$ cat config.mk
export PLATFORM = sky130hd
export DESIGN_NAME = ind_reg_window
export DESIGN_NICKNAME = d
export VERILOG_FILES = /design/src/rtl/ind_win_pkg.sv /design/src/rtl/ind_win_ctrl.sv /design/src/rtl/ind_win_datapath.sv /design/src/rtl/ind_reg_window.sv
export SDC_FILE = /design/constraint.sdc
export NUM_CORES = 1
export LEC_CHECK = 0
export ABC_AREA = 1
export BUFFER_PORTS_ARGS = -buffer_cell sky130_fd_sc_hd__buf_2
export CORE_UTILIZATION = 25
export DETAILED_ROUTE_END_ITERATION = 8
export GPL_TIMING_DRIVEN = 0
export PLACE_DENSITY_LB_ADDON = 0.05
export REMOVE_ABC_BUFFERS = 1
export SETUP_SLACK_MARGIN = 0.05
export SYNTH_ARGS = -nofsm -noshare
export SYNTH_HDL_FRONTEND = slang
export SYNTH_SLANG_ARGS = --single-unit
export TNS_END_PERCENT = 10
$ cat constraint.sdc
create_clock -name clk -period 4.5 [get_ports clk]
set_input_delay 1.125 -clock clk [delete_from_list [all_inputs] [get_ports clk]]
set_output_delay 1.125 -clock clk [all_outputs]
set_load 0.005 [all_outputs]
$ cat src/rtl/ind_win_pkg.sv
package ind_win_pkg;

  // Direct register map
  localparam logic [7:0] ADDR_DATA     = 8'hE1;
  localparam logic [7:0] ADDR_LO       = 8'hE8;
  localparam logic [7:0] ADDR_MID      = 8'hE9;
  localparam logic [7:0] ADDR_HI       = 8'hEA;
  localparam logic [7:0] ADDR_STAT     = 8'hF0;
  localparam logic [7:0] ADDR_STAT_CLR = 8'hF6;

  // Status bit positions
  localparam int STAT_THRESH_BIT = 7;
  localparam int STAT_TTX_BIT    = 6;
  localparam int STAT_VPS_BIT    = 4;

  typedef enum logic [2:0] {
    RD_NONE,
    RD_LO,
    RD_MID,
    RD_HI,
    RD_WIN,
    RD_STAT
  } rdSel_e;

  typedef struct packed {
    logic   loadLo;
    logic   loadMid;
    logic   loadHi;
    logic   winWr;
    logic   winRd;
    logic   statClr;
    logic   rdEn;
    rdSel_e rdSel;
  } winStrobe_t;

endpackage

$ cat src/rtl/ind_win_ctrl.sv
module ind_win_ctrl
  import ind_win_pkg::*;
(
  input  logic       clk,
  input  logic       rstN,
  input  logic [7:0] regAddr,
  input  logic       regWrEn,
  input  logic       regRdEn,
  output winStrobe_t strb
);

  always_comb begin
    strb       = '0;
    strb.rdSel = RD_NONE;
    if (regWrEn) begin
      case (regAddr)
        ADDR_LO:       strb.loadLo  = 1'b1;
        ADDR_MID:      strb.loadMid = 1'b1;
        ADDR_HI:       strb.loadHi  = 1'b1;
        ADDR_DATA:     strb.winWr   = 1'b1;
        ADDR_STAT_CLR: strb.statClr = 1'b1;
        default: ;
      endcase
    end else if (regRdEn) begin
      strb.rdEn = 1'b1;
      case (regAddr)
        ADDR_LO:   strb.rdSel = RD_LO;
        ADDR_MID:  strb.rdSel = RD_MID;
        ADDR_HI:   strb.rdSel = RD_HI;
        ADDR_STAT: strb.rdSel = RD_STAT;
        ADDR_DATA: begin
          strb.rdSel = RD_WIN;
          strb.winRd = 1'b1;
        end
        default:   strb.rdSel = RD_NONE;
      endcase
    end
  end

  // Input assumption: one bus access per cycle (R11 read timing relies on it)
  p_one_access_r11: assert property (@(posedge clk) disable iff (!rstN)
    !(regWrEn && regRdEn));

endmodule

$ cat src/rtl/ind_win_datapath.sv
module ind_win_datapath
  import ind_win_pkg::*;
#(
  parameter int          ADDR_W    = 24,
  parameter int          NUM_LINES = 9,
  parameter int          VPS_BYTES = 13,
  parameter logic [23:0] LINE_BASE = 24'h800600,
  parameter logic [23:0] VPS_BASE  = 24'h800700,
  localparam int         VPS_IDX_W = $clog2(VPS_BYTES)
)(
  input  logic                 clk,
  input  logic                 rstN,
  input  winStrobe_t           strb,
  input  logic [7:0]           regWrData,
  input  logic                 fifoThreshSet,
  input  logic                 ttxAvailSet,
  input  logic                 vpsAvailSet,
  input  logic                 vpsWrEn,
  input  logic [VPS_IDX_W-1:0] vpsWrIdx,
  input  logic [7:0]           vpsWrData,
  output logic [7:0]           regRdData
);

  localparam int LINE_SPAN = 2 * NUM_LINES;

  logic [ADDR_W-1:0] winAddr;
  logic [ADDR_W-1:0] lineOff;
  logic [ADDR_W-1:0] vpsOff;
  logic [7:0]        lineNum  [NUM_LINES];
  logic [7:0]        lineMode [NUM_LINES];
  logic [7:0]        vpsBank  [VPS_BYTES];
  logic [7:0]        winRdVal;
  logic              statThresh, statTtx, statVps;
  logic [7:0]        statusVec;
  logic              addrStep;

  assign addrStep = strb.winWr || strb.winRd;
  assign lineOff  = winAddr - ADDR_W'(LINE_BASE);
  assign vpsOff   = winAddr - ADDR_W'(VPS_BASE);

  // Internal address: byte loads and post-increment after each window access
  always_ff @(posedge clk) begin
    if (!rstN) begin
      winAddr <= '0;
    end else if (strb.loadLo) begin
      winAddr[7:0] <= regWrData;
    end else if (strb.loadMid) begin
      winAddr[15:8] <= regWrData;
    end else if (strb.loadHi) begin
      winAddr[23:16] <= regWrData;
    end else if (addrStep) begin
      winAddr <= winAddr + ADDR_W'(1);
    end
  end

  // Line-mode entries: a line byte then a mode byte
  for (genvar gi = 0; gi < NUM_LINES; gi++) begin : g_line
    always_ff @(posedge clk) begin
      if (!rstN) begin
        lineNum[gi]  <= 8'h00;
        lineMode[gi] <= 8'hFF;
      end else if (strb.winWr) begin
        if (lineOff == ADDR_W'(2 * gi))
          lineNum[gi] <= regWrData;
        if (lineOff == ADDR_W'(2 * gi + 1))
          lineMode[gi] <= regWrData;
      end
    end
  end

  // VPS bank: loaded only by the producer
  for (genvar gk = 0; gk < VPS_BYTES; gk++) begin : g_vps
    always_ff @(posedge clk) begin
      if (!rstN)
        vpsBank[gk] <= 8'h00;
      else if (vpsWrEn && (vpsWrIdx == VPS_IDX_W'(gk)))
        vpsBank[gk] <= vpsWrData;
    end

    // the bank never changes without a producer load for this byte
    p_vps_readonly_r6: assert property (@(posedge clk) disable iff (!rstN)
      !(vpsWrEn && (vpsWrIdx == VPS_IDX_W'(gk))) |=> $stable(vpsBank[gk]));
  end

  // Window read value
  always_comb begin
    winRdVal = 8'h00;
    for (int i = 0; i < NUM_LINES; i++) begin
      if (lineOff == ADDR_W'(2 * i))     winRdVal = lineNum[i];
      if (lineOff == ADDR_W'(2 * i + 1)) winRdVal = lineMode[i];
    end
    for (int k = 0; k < VPS_BYTES; k++) begin
      if (vpsOff == ADDR_W'(k)) winRdVal = vpsBank[k];
    end
  end

  // Status flags: a set wins over a clear in the same cycle
  always_ff @(posedge clk) begin
    if (!rstN) begin
      statThresh <= 1'b0;
      statTtx    <= 1'b0;
      statVps    <= 1'b0;
    end else begin
      statThresh <= fifoThreshSet |
                    (statThresh & ~(strb.statClr & regWrData[STAT_THRESH_BIT]));
      statTtx    <= ttxAvailSet |
                    (statTtx & ~(strb.statClr & regWrData[STAT_TTX_BIT]));
      statVps    <= vpsAvailSet |
                    (statVps & ~(strb.statClr & regWrData[STAT_VPS_BIT]));
    end
  end

  always_comb begin
    statusVec                  = 8'h00;
    statusVec[STAT_THRESH_BIT] = statThresh;
    statusVec[STAT_TTX_BIT]    = statTtx;
    statusVec[STAT_VPS_BIT]    = statVps;
  end

  // Registered read data
  always_ff @(posedge clk) begin
    if (!rstN) begin
      regRdData <= 8'h00;
    end else if (strb.rdEn) begin
      case (strb.rdSel)
        RD_LO:   regRdData <= winAddr[7:0];
        RD_MID:  regRdData <= winAddr[15:8];
        RD_HI:   regRdData <= winAddr[23:16];
        RD_WIN:  regRdData <= winRdVal;
        RD_STAT: regRdData <= statusVec;
        default: regRdData <= 8'h00;
      endcase
    end
  end

  // every window access steps the 24-bit address by one, wrapping
  p_addr_step_r2: assert property (@(posedge clk) disable iff (!rstN)
    addrStep |=> (winAddr == $past(winAddr) + ADDR_W'(1)));

  // address holds without a load or window access
  p_addr_hold_r1: assert property (@(posedge clk) disable iff (!rstN)
    !(addrStep || strb.loadLo || strb.loadMid || strb.loadHi) |=> $stable(winAddr));

  // a set pulse always leaves its flag set
  p_thresh_set_r10: assert property (@(posedge clk) disable iff (!rstN)
    fifoThreshSet |=> statThresh);
  p_ttx_set_r10: assert property (@(posedge clk) disable iff (!rstN)
    ttxAvailSet |=> statTtx);
  p_vps_set_r10: assert property (@(posedge clk) disable iff (!rstN)
    vpsAvailSet |=> statVps);

  // a masked clear without a concurrent set drops the flag
  p_thresh_clr_r9: assert property (@(posedge clk) disable iff (!rstN)
    (strb.statClr && regWrData[STAT_THRESH_BIT] && !fifoThreshSet) |=> !statThresh);

  // read data holds between reads
  p_rd_hold_r11: assert property (@(posedge clk) disable iff (!rstN)
    !strb.rdEn |=> $stable(regRdData));

endmodule

$ cat src/rtl/ind_reg_window.sv
module ind_reg_window
  import ind_win_pkg::*;
#(
  parameter int  NUM_LINES = 9,
  parameter int  VPS_BYTES = 13,
  localparam int VPS_IDX_W = $clog2(VPS_BYTES)
)(
  input  logic                 clk,
  input  logic                 rstN,
  input  logic [7:0]           regAddr,
  input  logic [7:0]           regWrData,
  input  logic                 regWrEn,
  input  logic                 regRdEn,
  output logic [7:0]           regRdData,
  input  logic                 fifoThreshSet,
  input  logic                 ttxAvailSet,
  input  logic                 vpsAvailSet,
  input  logic                 vpsWrEn,
  input  logic [VPS_IDX_W-1:0] vpsWrIdx,
  input  logic [7:0]           vpsWrData
);

  winStrobe_t strb;

  ind_win_ctrl ctrl_i (
    .clk     (clk),
    .rstN    (rstN),
    .regAddr (regAddr),
    .regWrEn (regWrEn),
    .regRdEn (regRdEn),
    .strb    (strb)
  );

  ind_win_datapath #(
    .ADDR_W    (24),
    .NUM_LINES (NUM_LINES),
    .VPS_BYTES (VPS_BYTES),
    .LINE_BASE (24'h800600),
    .VPS_BASE  (24'h800700)
  ) dp_i (
    .clk           (clk),
    .rstN          (rstN),
    .strb          (strb),
    .regWrData     (regWrData),
    .fifoThreshSet (fifoThreshSet),
    .ttxAvailSet   (ttxAvailSet),
    .vpsAvailSet   (vpsAvailSet),
    .vpsWrEn       (vpsWrEn),
    .vpsWrIdx      (vpsWrIdx),
    .vpsWrData     (vpsWrData),
    .regRdData     (regRdData)
  );

endmodule

== Yosys cells after proc, flatten, opt, wreduce, memory -nomap -nowiden ==
Memory sizes are Yosys's and may differ from the RTL's.
Cells that the tools add are included.

* Reduce and logical (&&, ||, !) cells: 23
* Multiplexer cells: 193
* Bitwise gates (word level): 45
* Equality and inequality tests: 55
* $add $sub $neg: 3

{| class="wikitable"
|+ Operator list
! operator !! number
|-
| $mux W8 || 66
|-
| $eq A24 B4 Y1 const B || 13
|-
| $eq A24 B3 Y1 const B || 8
|-
| $mux W1 || 120
|-
| $eq A24 B2 Y1 const B || 4
|-
| $eq A24 B1 Y1 const B || 2
|-
| $eq A24 B5 Y1 const B || 2
|-
| $eq A8 B8 Y1 const B || 6
|-
| $logic_not A24 Y1 || 2
|-
| $sub A24 B24 Y24 const B || 2
|-
| $pmux W8 S5 || 1
|-
| $or A1 B1 Y1 || 34
|-
| $add A24 B1 Y24 const B || 1
|-
| $mux W24 || 1
|-
| $eq A4 B4 Y1 const B || 5
|-
| $eq A4 B3 Y1 const B || 4
|-
| $mux W16 || 1
|-
| $pmux W3 S5 || 1
|-
| $logic_and A1 B1 Y1 || 13
|-
| $mux W4 || 3
|-
| $reduce_and A3 Y1 || 3
|-
| $eq A4 B2 Y1 const B || 2
|-
| $and A1 B1 Y1 || 6
|-
| $eq A3 B2 Y1 const B || 2
|-
| 8 further kinds || 17
|}

* Word-level logic and storage cells: 329
* Output and inout port bits: 8
* Flip-flop bits (word level): 35
* Memory bits (writable): 248
* Memories: 3

{| class="wikitable"
|+ Memory list
! memory !! words !! bits a word !! rd ports !! clocked after memory_dff !! wr ports !! RTL line !! RTL
|-
| dp_i.vpsBank || 13 || 8 || 13 || 0 || 13 || ind_win_datapath.sv:31 || <nowiki>logic [7:0] vpsBank [VPS_BYTES];</nowiki>
|-
| dp_i.lineMode || 9 || 8 || 9 || 0 || 9 || ind_win_datapath.sv:30 || <nowiki>logic [7:0] lineMode [NUM_LINES];</nowiki>
|-
| dp_i.lineNum || 9 || 8 || 9 || 0 || 9 || ind_win_datapath.sv:29 || <nowiki>logic [7:0] lineNum [NUM_LINES];</nowiki>
|}

== Longest topological paths before layout ==
Gate-level depths: netlist of run 1.

* Word-level depth: 34
* Mapped depth: 60

== Hierarchy ==
A second synthesis of run 1 with hierarchy kept.

* Cell total of the unflattened synthesis: 1924
* Area total of the unflattened synthesis: 15214.6 sq um

{| class="wikitable"
|+ By module, submodules not included
! module !! area each (sq um) !! instances !! cells each !! seq. area each (sq um)
|-
| ind_win_datapath || 15039.4 || 1 || 1883 || 8147.8
|-
| ind_win_ctrl || 175.2 || 1 || 41 || 0.0
|}

== Worst setup path after synthesis of run 1 ==
No wires, ideal clock.

* Path type: reg2reg
* Start: register dp_i.winAddr[10]
* End: register dp_i.regRdData[7]
* Setup time: 0.110 ns
* Clock period less this slack: 3.864 ns
* Stages on the path, launching flop included: 58
* Path buffers: 1
* Path slack: 0.636 ns
* Data arrival time: 3.754 ns
* Cells stage by stage: dfxtp_1 > ha_1 > inv_1 > nand2_1 > nand2_1 > nor3_1 > nand3_1 > nor2_2 > inv_2 > nor2_2 > nand2_2 > inv_2 > nand2_2 > buf_4 > nand2_1 > inv_1 > nand2_1 > nand2_1 > [22 not listed] > nand2_1 > nand2_1 > nand2_1 > nand3_1 > nand2_1 > nand2_1 > nand2_1 > nand2_1 > nand2_1 > nand3_1 > nand2_1 > nand2_1 > nand2_1 > nand2_1 > nand2_1 > nand3_1 > nand2_1 > inv_1

* Longest elaborated chain between the ends: 34

{| class="wikitable"
|+ Ends and longest elaborated chain
! element !! RTL line !! RTL
|-
| start, declared || ind_win_datapath.sv:26 || <nowiki>logic [ADDR_W-1:0] winAddr;</nowiki>
|-
| start signal, assigned || ind_win_datapath.sv:48 || <nowiki>winAddr[15:8] <= regWrData;</nowiki>
|-
| start signal, assigned || ind_win_datapath.sv:52 || <nowiki>winAddr <= winAddr + ADDR_W'(1);</nowiki>
|-
| $sub A24 B24 Y24 || ind_win_datapath.sv:38 || <nowiki>assign lineOff = winAddr - ADDR_W'(LINE_BASE);</nowiki>
|-
| $logic_not A24 Y1 || ind_win_datapath.sv:89 || <nowiki>if (lineOff == ADDR_W'(2 * i)) winRdVal = lineNum[i];</nowiki>
|-
| $mux W8 || ind_win_datapath.sv:89 ||
|-
| $mux W8 || ind_win_datapath.sv:90 || <nowiki>if (lineOff == ADDR_W'(2 * i + 1)) winRdVal = lineMode[i];</nowiki>
|-
| $mux W8 || ind_win_datapath.sv:89 ||
|-
| $mux W8 || ind_win_datapath.sv:90 ||
|-
| $mux W8 || ind_win_datapath.sv:89 ||
|-
| $mux W8 || ind_win_datapath.sv:90 ||
|-
| [7 not listed] || n/a ||
|-
| $mux W8 || ind_win_datapath.sv:90 ||
|-
| $mux W8 || ind_win_datapath.sv:89 ||
|-
| $mux W8 || ind_win_datapath.sv:90 ||
|-
| $mux W8 || ind_win_datapath.sv:89 ||
|-
| $mux W8 || ind_win_datapath.sv:90 ||
|-
| $mux W8 (12 in series) || ind_win_datapath.sv:93 || <nowiki>if (vpsOff == ADDR_W'(k)) winRdVal = vpsBank[k];</nowiki>
|-
| $mux W8 * || ind_win_datapath.sv:93 ||
|-
| $pmux W8 S5 * || ind_win_datapath.sv:125 || <nowiki>case (strb.rdSel)</nowiki>
|-
| end signal, assigned || ind_win_datapath.sv:126 || <nowiki>RD_LO: regRdData <= winAddr[7:0];</nowiki>
|-
| end signal, assigned || ind_win_datapath.sv:127 || <nowiki>RD_MID: regRdData <= winAddr[15:8];</nowiki>
|-
| end signal, assigned || ind_win_datapath.sv:128 || <nowiki>RD_HI: regRdData <= winAddr[23:16];</nowiki>
|-
| end, declared || ind_win_datapath.sv:21 || <nowiki>output logic [7:0] regRdData</nowiki>
|}

Every way passes the cells marked *; elsewhere a longest branch is shown, timed or not.
A chain may end at the register's enable or synchronous reset.

== Worst setup path in the final report of run 1 ==
* Start: register dp_i.winAddr[12]
* End: register dp_i.regRdData[3]

Same word-level chain as after synthesis.

==> results of run 1 <==
final timing paths:
check / endpoint / slack [ns] / depth (start not counted)
max: dp_i.regRdData[3] / -0.46 / 37
min: dp_i.winAddr[23] / 0.48 / 2
max reg2reg: dp_i.regRdData[3] / -0.46 / 37
min reg2reg: dp_i.winAddr[23] / 0.48 / 2
worst reg2reg max path, delay by kind of cell (launching register included):
| kind | cells | cell delay, ns |
|---|---|---|
| AO/OA/AOI/OAI | 1 | 0.58 |
| buffers and inverters | 5 | 0.59 |
| AND/OR/NAND/NOR | 31 | 3.32 |
| flip-flops | 1 | 0.38 |
layer usage:
metal | vias up | track usage | routed length, um
met3 | 61 | 0.0237 | 1580
met1 | 5778 | 0.244 | 25600
met4 | 0 | 0.0457 | 1140
met5 | - | 0 | 0
li1 | 6254 | - | -
met2 | 205 | 0.264 | 22800
stage by stage:
| step | worst slack [ns] | total power [mW] | utilization |
|---|---|---|---|
| 6_report | -0.461 | 6.05 | 0.305 |
| 5_1_grt | -0.988 | 6.25 | 0.305 |
| 4_1_cts | -0.619 | 6.15 | 0.298 |
| 3_5_place_dp | -1.62 | 3.23 | 0.270 |
| 3_3_place_gp | -1.67 | 3.22 | 0.269 |
| 2_1_floorplan | 0.352 | 3.10 | - |
state kept, by name (all words and copies together) (netlist names):
signal and cells:
dp_i.regRdData 8, dp_i.statVps 1, dp_i.winAddr 24, dp_i.lineMode 72, dp_i.statThresh 1, dp_i.statTtx 1
dp_i.vpsBank 104, dp_i.lineNum 72
cell usage in the layout (no fill, tap or decap), types with 15 or more instances in the layout:
master,instances
a21oi_1,36
buf_2,42
buf_4,37
clkbuf_16,39
dfxtp_1,24
edfxtp_1,248
inv_1,198
nand2_1,620
nand2_2,48
nand3_1,78
nand3_2,21
nor2_1,257
nor2_4,15
nor3_1,34
o211ai_1,15
o21ai_0,73
o21ai_1,17
xor2_1,17
timing repair:
action | 4_1_cts | 5_1_grt
buffers inserted | 26 | 15
setup endpoints to repair | 224 | 136
gates resized for setup | 92 | 81
gates cloned | 0 | 1
pin swaps | 37 | 67
where the power goes:
part           switching, mW  leakage, nW  total, mW  internal (mW)
clock network           1.21        0.567       2.88           1.67
registers             0.0256         2.67       2.97           2.94
logic                  0.175         4.27      0.202         0.0270
total                   1.41         7.50       6.05           4.64
final cells by class:
type / instances / share of cell area
clock buffer: 52 / 0.0571
clock inverter: 16 / 0.00663
inverter: 226 / 0.0488
multi-input combinational: 1327 / 0.349
sequential: 283 / 0.451
tap: 773 / 0.0534
timing repair buffer: 87 / 0.0343
logic make-up after synthesis:
logic type                 after synthesis
AOI/OAI and AO/OA                      175
xor gates and xnor gates                17
adders and majority gates                5
buffers and inverters                  289
DFF                                    283
and+or+nand+nor                       1129
==> flow_metrics.tcl, run 1 <==
set metrics [dict create \
    status "finished, violations left" \
    violations "setup timing" \
    setup_violations 8 \
    final_area_sq_mm 0.0181 \
    placed_cells 2653 \
    drcViolationCount 0 \
    syn_area_per_cell_sq_um 7.95 \
    max_freq_ghz 0.202 \
    detail-route-antenna-nets 0 \
    synth.most_common_cell "nand2_1" \
    cp-end-kind "register" \
    root_buffer "clkbuf_16" \
    synthAdderAreaFrac 0.00414 \
    synthCells 1898 \
    synth_cell_types 41 \
    synth_simple_gate_area_share 0.306 \
    design.die.area_sq_mm 0.0614 \
    synth-xor-area-share 0.00986 \
    regArea_sq_mm 0.00817 \
    layout-drive-gt1-share 0.155 \
    synthMuxAreaShare 0 \
    critPathSlowestCell "a2111oi_0" \
    maxCapViolations 0 \
    grt_pass1_wl_um 77300 \
    ys_top_cells_by_area "edfxtp_1 49%, nand2_1 17%, nor2_1 6.6%" \
    track_usage 0.170 \
    r2r-start "dp_i.winAddr[12]" \
    ys_seq_area_frac 0.540 \
    grt_pass1_vias 12135 \
    layout_setup_ws_ns -0.461 \
    startpoint_type "register" \
    numClockSinks 283 \
    nNetsFinal 2004 \
    drtIter0Drc 773 \
    multi_input_area_sq_mm 0.00632 \
    ys.warnings.count 0 \
    grt_antenna_before_repair 0 \
    syn_area_sq_mm 0.0151 \
    antenna_cells 0 \
    cellPowerDensity_mw_per_mm2 334 \
    cts_buffers 38 \
    filler_cell_count 6416 \
    period_share 1.10 \
    slew_headroom 0.0786 \
    rsz0062_at_grt "yes" \
    worstPathRequired_ns 4.95 \
    place_hpwl_um 34500 \
    fin_skew_ns 0.0184 \
    postPlaceCellArea_sq_mm 0.0160 \
    ios 44 \
    cp-startpoint "dp_i.winAddr[12]" \
    dr.pass1.iters 7 \
    cts_tree "yes" \
    worst_pin_slew_ns 1.38 \
    die_w_um 248 \
    min_path_type "register to register" \
    wl_per_cell_um 18.5 \
    gp_congestion 0.808 \
    gr-total-overflow 0 \
    hp-start "dp_i.winAddr[23]" \
    crit_arrival_ns 5.41 \
    instances_no_fill 2764 \
    initial_core_util 0.254 \
    portBuffers 43 \
    synthArstFlopShare 0 \
    vias_per_cell 4.45 \
    clock_path_buffers 3 \
    clkSlewWorstSetupHoldPaths_ns 0.06 \
    synth_seq_cells 283 \
    crit_family "simple AND/OR/NAND/NOR gates" \
    drt_wl_total_um 51100 \
    hold_ws_ns 0.482 \
    synth_compound_area_frac 0.0649 \
    die_y_um 248 \
    crit_path_frequent_cell "nand2_1" \
    core_area_sq_mm 0.0594 \
    row_count 89 \
    clock_latency_ns 0.56 \
    syn2layout_area_growth_pct 20.0 \
    synth_top_area_frac 0.493 \
    crit_buf_inv 5 \
    setup_tns_ns -3.00 \
    synth_top_area_cell "edfxtp_1" \
    min_period_ns 4.96 \
    ctsHoldBuffers 0 \
    synth_flop_cell "edfxtp_1" \
    report.final.slew_viol_count 0 \
    synth_commonest_cells "668 x nand2_1, 264 x nor2_1, 248 x edfxtp_1" \
    synth_top_family_by_area "simple AND/OR/NAND/NOR gates" \
    critPathMaxStageDelay_ns 0.58 \
    num_vias 12298 \
    ir_worst_vdd_v 0.000290 \
    leakagePower_nw 7.50 \
    crit_type "register to register" \
    cts_max_level 2 \
    synth_edf_count 248 \
    grt_max_degree 44 \
    path_max_fanout 10 \
    finalHoldViolations 0 \
]
Power figures use the tool's default switching activity.
==> run 2: changes to the inputs <==
--- a/config.mk
+++ b/config.mk
@@ -5,7 +5,6 @@
 export SDC_FILE = /design/constraint.sdc
 export NUM_CORES = 1
 export LEC_CHECK = 0
-export ABC_AREA = 1
 export BUFFER_PORTS_ARGS = -buffer_cell sky130_fd_sc_hd__buf_2
 export CORE_UTILIZATION = 25
 export DETAILED_ROUTE_END_ITERATION = 8
==> run 2 against run 1 <==
  * The run now ends clean
  * Worst setup slack improved by 0.66 ns
  * Critical endpoint is now dp_i.regRdData[0]
  * Register-to-register slack improved by 0.66 ns
  * Critical path type unchanged
  * Largest cell class unchanged
  * Clock skew grew 0.0054 ns
  * Sequential power is essentially flat
==> flow_metrics.tcl, run 2 <==
set metrics [dict create \
    status "completed" \
    synth_commonest_cells "248 x edfxtp_1, 142 x and2_1, 90 x nor2_1" \
    largest_register_ffs 104 \
    fin_skew_ns 0.0239 \
    synthArstFlopShare 0 \
    regArea_sq_mm 0.00815 \
    endpoint "dp_i.regRdData[0]" \
    drtIter0Drc 1040 \
    num_vias 11854 \
    reg2reg_setup_slack_ns 0.20 \
    ys.warnings.count 0 \
    r2r-start "dp_i.winAddr[0]" \
    crit_type "register to register" \
    p_switching_mw 1.50 \
    min_path_type "register to register" \
    ctsHoldBuffers 0 \
    finalHoldViolations 0 \
    drt_wl_total_um 66400 \
    p_int_mw 4.80 \
    syn2layout_area_growth_pct 13.8 \
    cts_buffers 38 \
    period_share 0.956 \
    rsz0062_at_grt "yes" \
    filler_cell_count 6321 \
    numClockSinks 283 \
    grt_pass1_wl_um 94600 \
    crit_arrival_ns 4.79 \
    ios 44 \
    initial_core_util 0.253 \
    largest-register "dp_i.vpsBank" \
    ir_worst_vdd_v 0.000216 \
    startpoint_type "register" \
    rr_worst_depth 9 \
    final_cell_mix "248 x edfxtp_1, 141 x and2_1, 87 x nor2_1, 78 x nand2_1, 75 x o21ai_0" \
    synthCells 1437 \
    utilization 0.288 \
    track_usage 0.214 \
    slew_headroom 0.102 \
    p_comb_frac 0.040 \
    nNetsFinal 1453 \
    postPlaceCellArea_sq_mm 0.0161 \
    design.die.area_sq_mm 0.0621 \
    pwr-share-seq 0.474 \
    grt_max_degree 44 \
    die_y_um 249 \
    root_buffer "clkbuf_16" \
    cellPowerDensity_mw_per_mm2 363 \
    cp-end-kind "register" \
    drcViolationCount 0 \
    die_w_um 249 \
    maxCapViolations 0 \
    setup_violations 0 \
    ys_top_cells_by_area "edfxtp_1 49%, and2_1 5.8%, dfxtp_1 4.6%" \
    cts_max_level 2 \
    layout_commonest_cell "edfxtp_1" \
    clkSlewWorstSetupHoldPaths_ns 0.06 \
    setup_tns_ns 0 \
    gp_congestion 0.850 \
    portBuffers 43 \
    syn_area_per_cell_sq_um 10.6 \
    synth_cell_types 96 \
    worst_pin_slew_ns 1.34 \
    synth_edf_count 248 \
    synth.most_common_cell "edfxtp_1" \
    leakagePower_nw 5.56 \
    dr.pass1.iters 5 \
    synth_seq_cells 283 \
    synth_flop_cell "edfxtp_1" \
    row_count 90 \
    cts_setup_buffers 0 \
    p_clk_frac 0.486 \
    top_regs "dp_i.vpsBank: 104 flops, dp_i.lineMode: 72 flops, dp_i.lineNum: 72 flops" \
    cp-startpoint "dp_i.winAddr[0]" \
    syn_area_sq_mm 0.0153 \
    report.final.slew_viol_count 0 \
    min_period_ns 4.30 \
    vias_per_cell 5.33 \
    grt_pass1_vias 11724 \
    grt_antenna_before_repair 2 \
    p_sw_frac 0.238 \
    gr-total-overflow 0 \
    layout-drive-gt1-share 0.135 \
    max_freq_ghz 0.232 \
    multi_input_area_sq_mm 0.00663 \
    worstPathRequired_ns 4.99 \
    synth_top_area_cell "edfxtp_1" \
    wl_per_cell_um 29.9 \
    core_area_sq_mm 0.0604 \
    place_hpwl_um 44600 \
    ys_seq_area_frac 0.534 \
    clock_latency_ns 0.57 \
    clock_path_buffers 3 \
    timing.rr.end "dp_i.regRdData[0]" \
    synth_top_area_frac 0.488 \
    path_max_fanout 25 \
    cts_tree "yes" \
    detail-route-antenna-nets 0 \
    final_area_sq_mm 0.0174 \
]
-- run 2: changes by cell type after synthesis, sizes merged, moves of 21 or more --
| cell | change |
|---|---|
| nand2 | -590 |
| inv | -207 |
| nor2 | -186 |
| and2 | +142 |
| nand3 | -60 |
| and3 | +47 |
| clkbuf | +44 |
| or3 | +44 |
| nand2b | +36 |
| a211oi | +31 |
| a22oi | +22 |
| a21oi | +21 |
-- run 2: routing by layer --
layer / global-route usage / up-vias / share of wire
met3: 0.0272 / 90 / 0.041
met2: 0.329 / 337 / 0.45
li1: - / 5399 / -
met5: 0 / - / 0.00015
met4: 0.0624 / 2 / 0.028
met1: 0.311 / 6026 / 0.48
-- run 2: how the worst min path moves through the flow --
stage | startpoint | to | slack [ns] | depth (start not counted)
after floorplan | dp_i.vpsBank[1][35] | dp_i.regRdData[3] | 0.45 | 2
after global placement | dp_i.statThresh | dp_i.statThresh | 0.49 | 2
after detailed placement | dp_i.statThresh | dp_i.statThresh | 0.49 | 2
after CTS | dp_i.statThresh | dp_i.statThresh | 0.50 | 2
after global routing | dp_i.statThresh | dp_i.statThresh | 0.55 | 2
final | dp_i.statThresh | dp_i.statThresh | 0.50 | 2
-- run 2: area by class of cell --
| cell class | count | area share |
|---|---|---|
| inverters | 14 | 0.00324 |
| well taps | 782 | 0.0563 |
| diodes | 1 | 0.000144 |
| repair buffers | 56 | 0.0200 |
| clock buffers | 51 | 0.0599 |
| flip-flops and latches | 283 | 0.469 |
| multi-input cells | 1019 | 0.381 |
| clock inverters | 18 | 0.0104 |
-- run 2: cells by family after synthesis --
family                     share of synthesized area
DFF                                            0.534
buffers and inverters                         0.0394
muxes                                        0.00262
AOI/OAI and AO/OA                              0.162
adders and majority gates                    0.00410
xor gates and xnor gates                      0.0160
and+or+nand+nor                                0.243
-- run 2: power by group through the flow --
stage	logic, mW	clock network, mW	registers (mW)
final	0.253	3.06	2.99
after global routing	0.272	3.22	2.99
after CTS	0.258	3.13	2.99
after detailed placement	0.256	0	3.04
after global placement	0.249	0	3.04
after floorplan	0.0981	0	3.02
-- run 2: worst max-delay path, cell delays in order (launching register included) --
cell	delay [ns]
dfxtp_1	0.56
ha_2	0.86
clkinv_1	0.77
nor3_2	0.82
a22oi_1	0.13
o21ai_0	0.47
a31oi_1	0.10
o22ai_1	0.24
a21oi_1	0.12
nor2_1	0.11
-- run 2: through the flow --
| step | hold slack, ns | instances | setup WS, ns | power, mW |
|---|---|---|---|---|
| 2_1_floorplan | 0.446 | 1316 | 1.13 | 3.12 |
| 3_3_place_gp | 0.485 | 2141 | -2.46 | 3.29 |
| 3_5_place_dp | 0.488 | 2153 | -1.19 | 3.30 |
| 4_1_cts | 0.503 | 2222 | 0.0620 | 6.37 |
| 5_1_grt | 0.548 | 2223 | 0.00836 | 6.48 |
| 6_report | 0.495 | 2224 | 0.196 | 6.30 |
-- run 2: what timing repair did --
action | in CTS | in global routing
setup endpoints to repair | 71 | 50
endpoints found under the hold margin | 0 | 0
pin swaps | 1 | 0
resized for setup | 17 | 7
==> run 3: changes to the inputs <==
--- a/config.mk
+++ b/config.mk
@@ -5,9 +5,10 @@
 export SDC_FILE = /design/constraint.sdc
 export NUM_CORES = 1
 export LEC_CHECK = 0
-export BUFFER_PORTS_ARGS = -buffer_cell sky130_fd_sc_hd__buf_2
+export ABC_AREA = 1
 export CORE_UTILIZATION = 25
 export DETAILED_ROUTE_END_ITERATION = 8
+export DONT_BUFFER_PORTS = 1
 export GPL_TIMING_DRIVEN = 0
 export PLACE_DENSITY_LB_ADDON = 0.05
 export REMOVE_ABC_BUFFERS = 1
==> run 3 against run 2 <==
  * The flow now finishes with violations (setup timing)
  * Flip-flop and latch count did not move
  * Cell area increased by 3.6%
  * Register-to-register slack lost 0.70 ns
  * Critical endpoint is now dp_i.regRdData[2]
==> flow_metrics.tcl, run 3 (synthesis gave the netlist of run 1 again) <==
set metrics [dict create \
    layout_commonest_cell "nand2_1" \
    drtIter0Drc 746 \
    antenna_cells 0 \
    min_path_type "register to register" \
    vias_per_cell 4.49 \
    critPathSlowestCell "dfxtp_4" \
    grt_max_degree 73 \
    grt_pass1_wl_um 78400 \
    largest-register "dp_i.vpsBank" \
    use_met2 0.265 \
    largest_register_ffs 104 \
    cellPowerDensity_mw_per_mm2 343 \
    row_count 89 \
    num_vias 12203 \
    gr-total-overflow 0 \
    clock_latency_ns 0.56 \
    wl_per_cell_um 19.0 \
    worst_pin_slew_ns 1.39 \
    r2r-start "dp_i.winAddr[10]" \
    core_area_sq_mm 0.0594 \
    cp_num_cells 57 \
    rr_worst_depth 57 \
    drcViolationCount 0 \
    grt_antenna_before_repair 0 \
    layout-drive-gt1-share 0.140 \
    place_ws_ns -1.55 \
    cts_max_level 2 \
    maxCapViolations 0 \
    finalHoldViolations 0 \
    track_usage 0.172 \
    ctsHoldBuffers 0 \
    worstPathRequired_ns 4.96 \
    status "finished, violations left" \
    filler_cell_count 6395 \
    syn2layout_area_growth_pct 19.3 \
    ios 44 \
    portBuffers 0 \
    fin_skew_ns 0.0209 \
    crit_path_frequent_cell "nand2_1" \
    hp-start "dp_i.winAddr[23]" \
    violations "setup timing" \
    cp-end-kind "register" \
    setup_violations 8 \
    crit_type "register to register" \
    die_w_um 248 \
    report.final.slew_viol_count 0 \
    cts_buffers 39 \
    setup_tns_ns -3.11 \
    dr.pass1.iters 7 \
    rsz0062_at_grt "yes" \
    slew_headroom 0.0730 \
    cts_tree "yes" \
    instances_no_fill 2720 \
    crit_arrival_ns 5.46 \
    layout_setup_ws_ns -0.502 \
    min_period_ns 5.00 \
    grtUsageMet1 0.250 \
    crit_buf_inv 4 \
    root_buffer "clkbuf_16" \
    placed_cells 2608 \
    final_cell_mix "620 x nand2_1, 256 x nor2_1, 248 x edfxtp_1, 200 x inv_1, 77 x nand3_1" \
    hold_ws_ns 0.487 \
    utilization 0.304 \
    reg2reg_setup_slack_ns -0.50 \
    top_regs "dp_i.vpsBank: 104 flops, dp_i.lineMode: 72 flops, dp_i.lineNum: 72 flops" \
    drt_wl_total_um 51700 \
    grt_pass1_vias 12237 \
    leakagePower_nw 7.34 \
    initial_core_util 0.254 \
    top_usage_layer "met2" \
    design.die.area_sq_mm 0.0614 \
    period_share 1.11 \
    nNetsFinal 1959 \
    max_freq_ghz 0.200 \
    clock_path_buffers 3 \
    crit_family "simple AND/OR/NAND/NOR gates" \
    grt.met3_usage 0.0276 \
    detail-route-antenna-nets 0 \
    clkSlewWorstSetupHoldPaths_ns 0.06 \
    cp-startpoint "dp_i.winAddr[10]" \
    numClockSinks 283 \
    place_hpwl_um 34500 \
    path_max_fanout 6 \
    critPathMaxStageDelay_ns 0.36 \
    ir_worst_vdd_v 0.000258 \
    gp_congestion 0.820 \
    min_path_cells 2 \
    startpoint_type "register" \
    die_y_um 248 \
]
run 3: changes by cell type in the layout (fill, tap and decap cells not counted), moves of 44 or more:
cell,previous run,this run
nand2_1,78,620
inv_1,12,200
nor2_1,87,256
and2_1,141,0
and3_1,47,0
buf_2,44,0
or3_1,44,0
run 3: worst register-to-register path, delay by kind of cell (launching register included):
| kind | cells | cell delay [ns] |
|---|---|---|
| AND/OR/NAND/NOR | 52 | 3.92 |
| flip-flops | 1 | 0.36 |
| buffers and inverters | 4 | 0.44 |
| adder cells (fa/ha/maj) | 1 | 0.17 |
run 3: repair_timing:
item | CTS | global route
setup buffers | 19 | 20
setup endpoints to repair | 224 | 139
pin swaps | 52 | 58
resized for setup | 130 | 65
gates cloned | 2 | 0
run 3: where the power goes:
group          total [mW]  internal [mW]  switching (mW)
registers            2.96           2.94          0.0258
logic               0.167         0.0149           0.152
clock network        3.05           1.81            1.24
total                6.18           4.76            1.42
run 3: cell type report:
type / instances / area, sq um / area share
clock buffers: 59 / 1100 / 0.0612
clock inverters: 11 / 123 / 0.00681
inverters: 226 / 880 / 0.0488
multi-input cells: 1328 / 6400 / 0.355
flip-flops and latches: 283 / 8180 / 0.454
well taps: 773 / 967 / 0.0537
repair buffers: 40 / 359 / 0.0199
run 3: final timing paths:
check | end
setup / recovery | dp_i.regRdData[2]
hold / removal | dp_i.winAddr[23]
setup reg to reg | dp_i.regRdData[2]
hold reg to reg | dp_i.winAddr[23]
run 3: metrics by stage:
stage                     power, mW  cell area [sq um]
after detailed placement       3.19              15800
after global routing           6.38              18000
after global placement         3.19              15800
final                          6.18              18000
after floorplan                3.10              14800
after CTS                      6.28              17600
run 3: metal layers:
layer | part of all wire | wire (um)
met4 | 0.019 | 980
met2 | 0.44 | 22900
met5 | 0 | 0
met3 | 0.037 | 1930
met1 | 0.50 | 25800
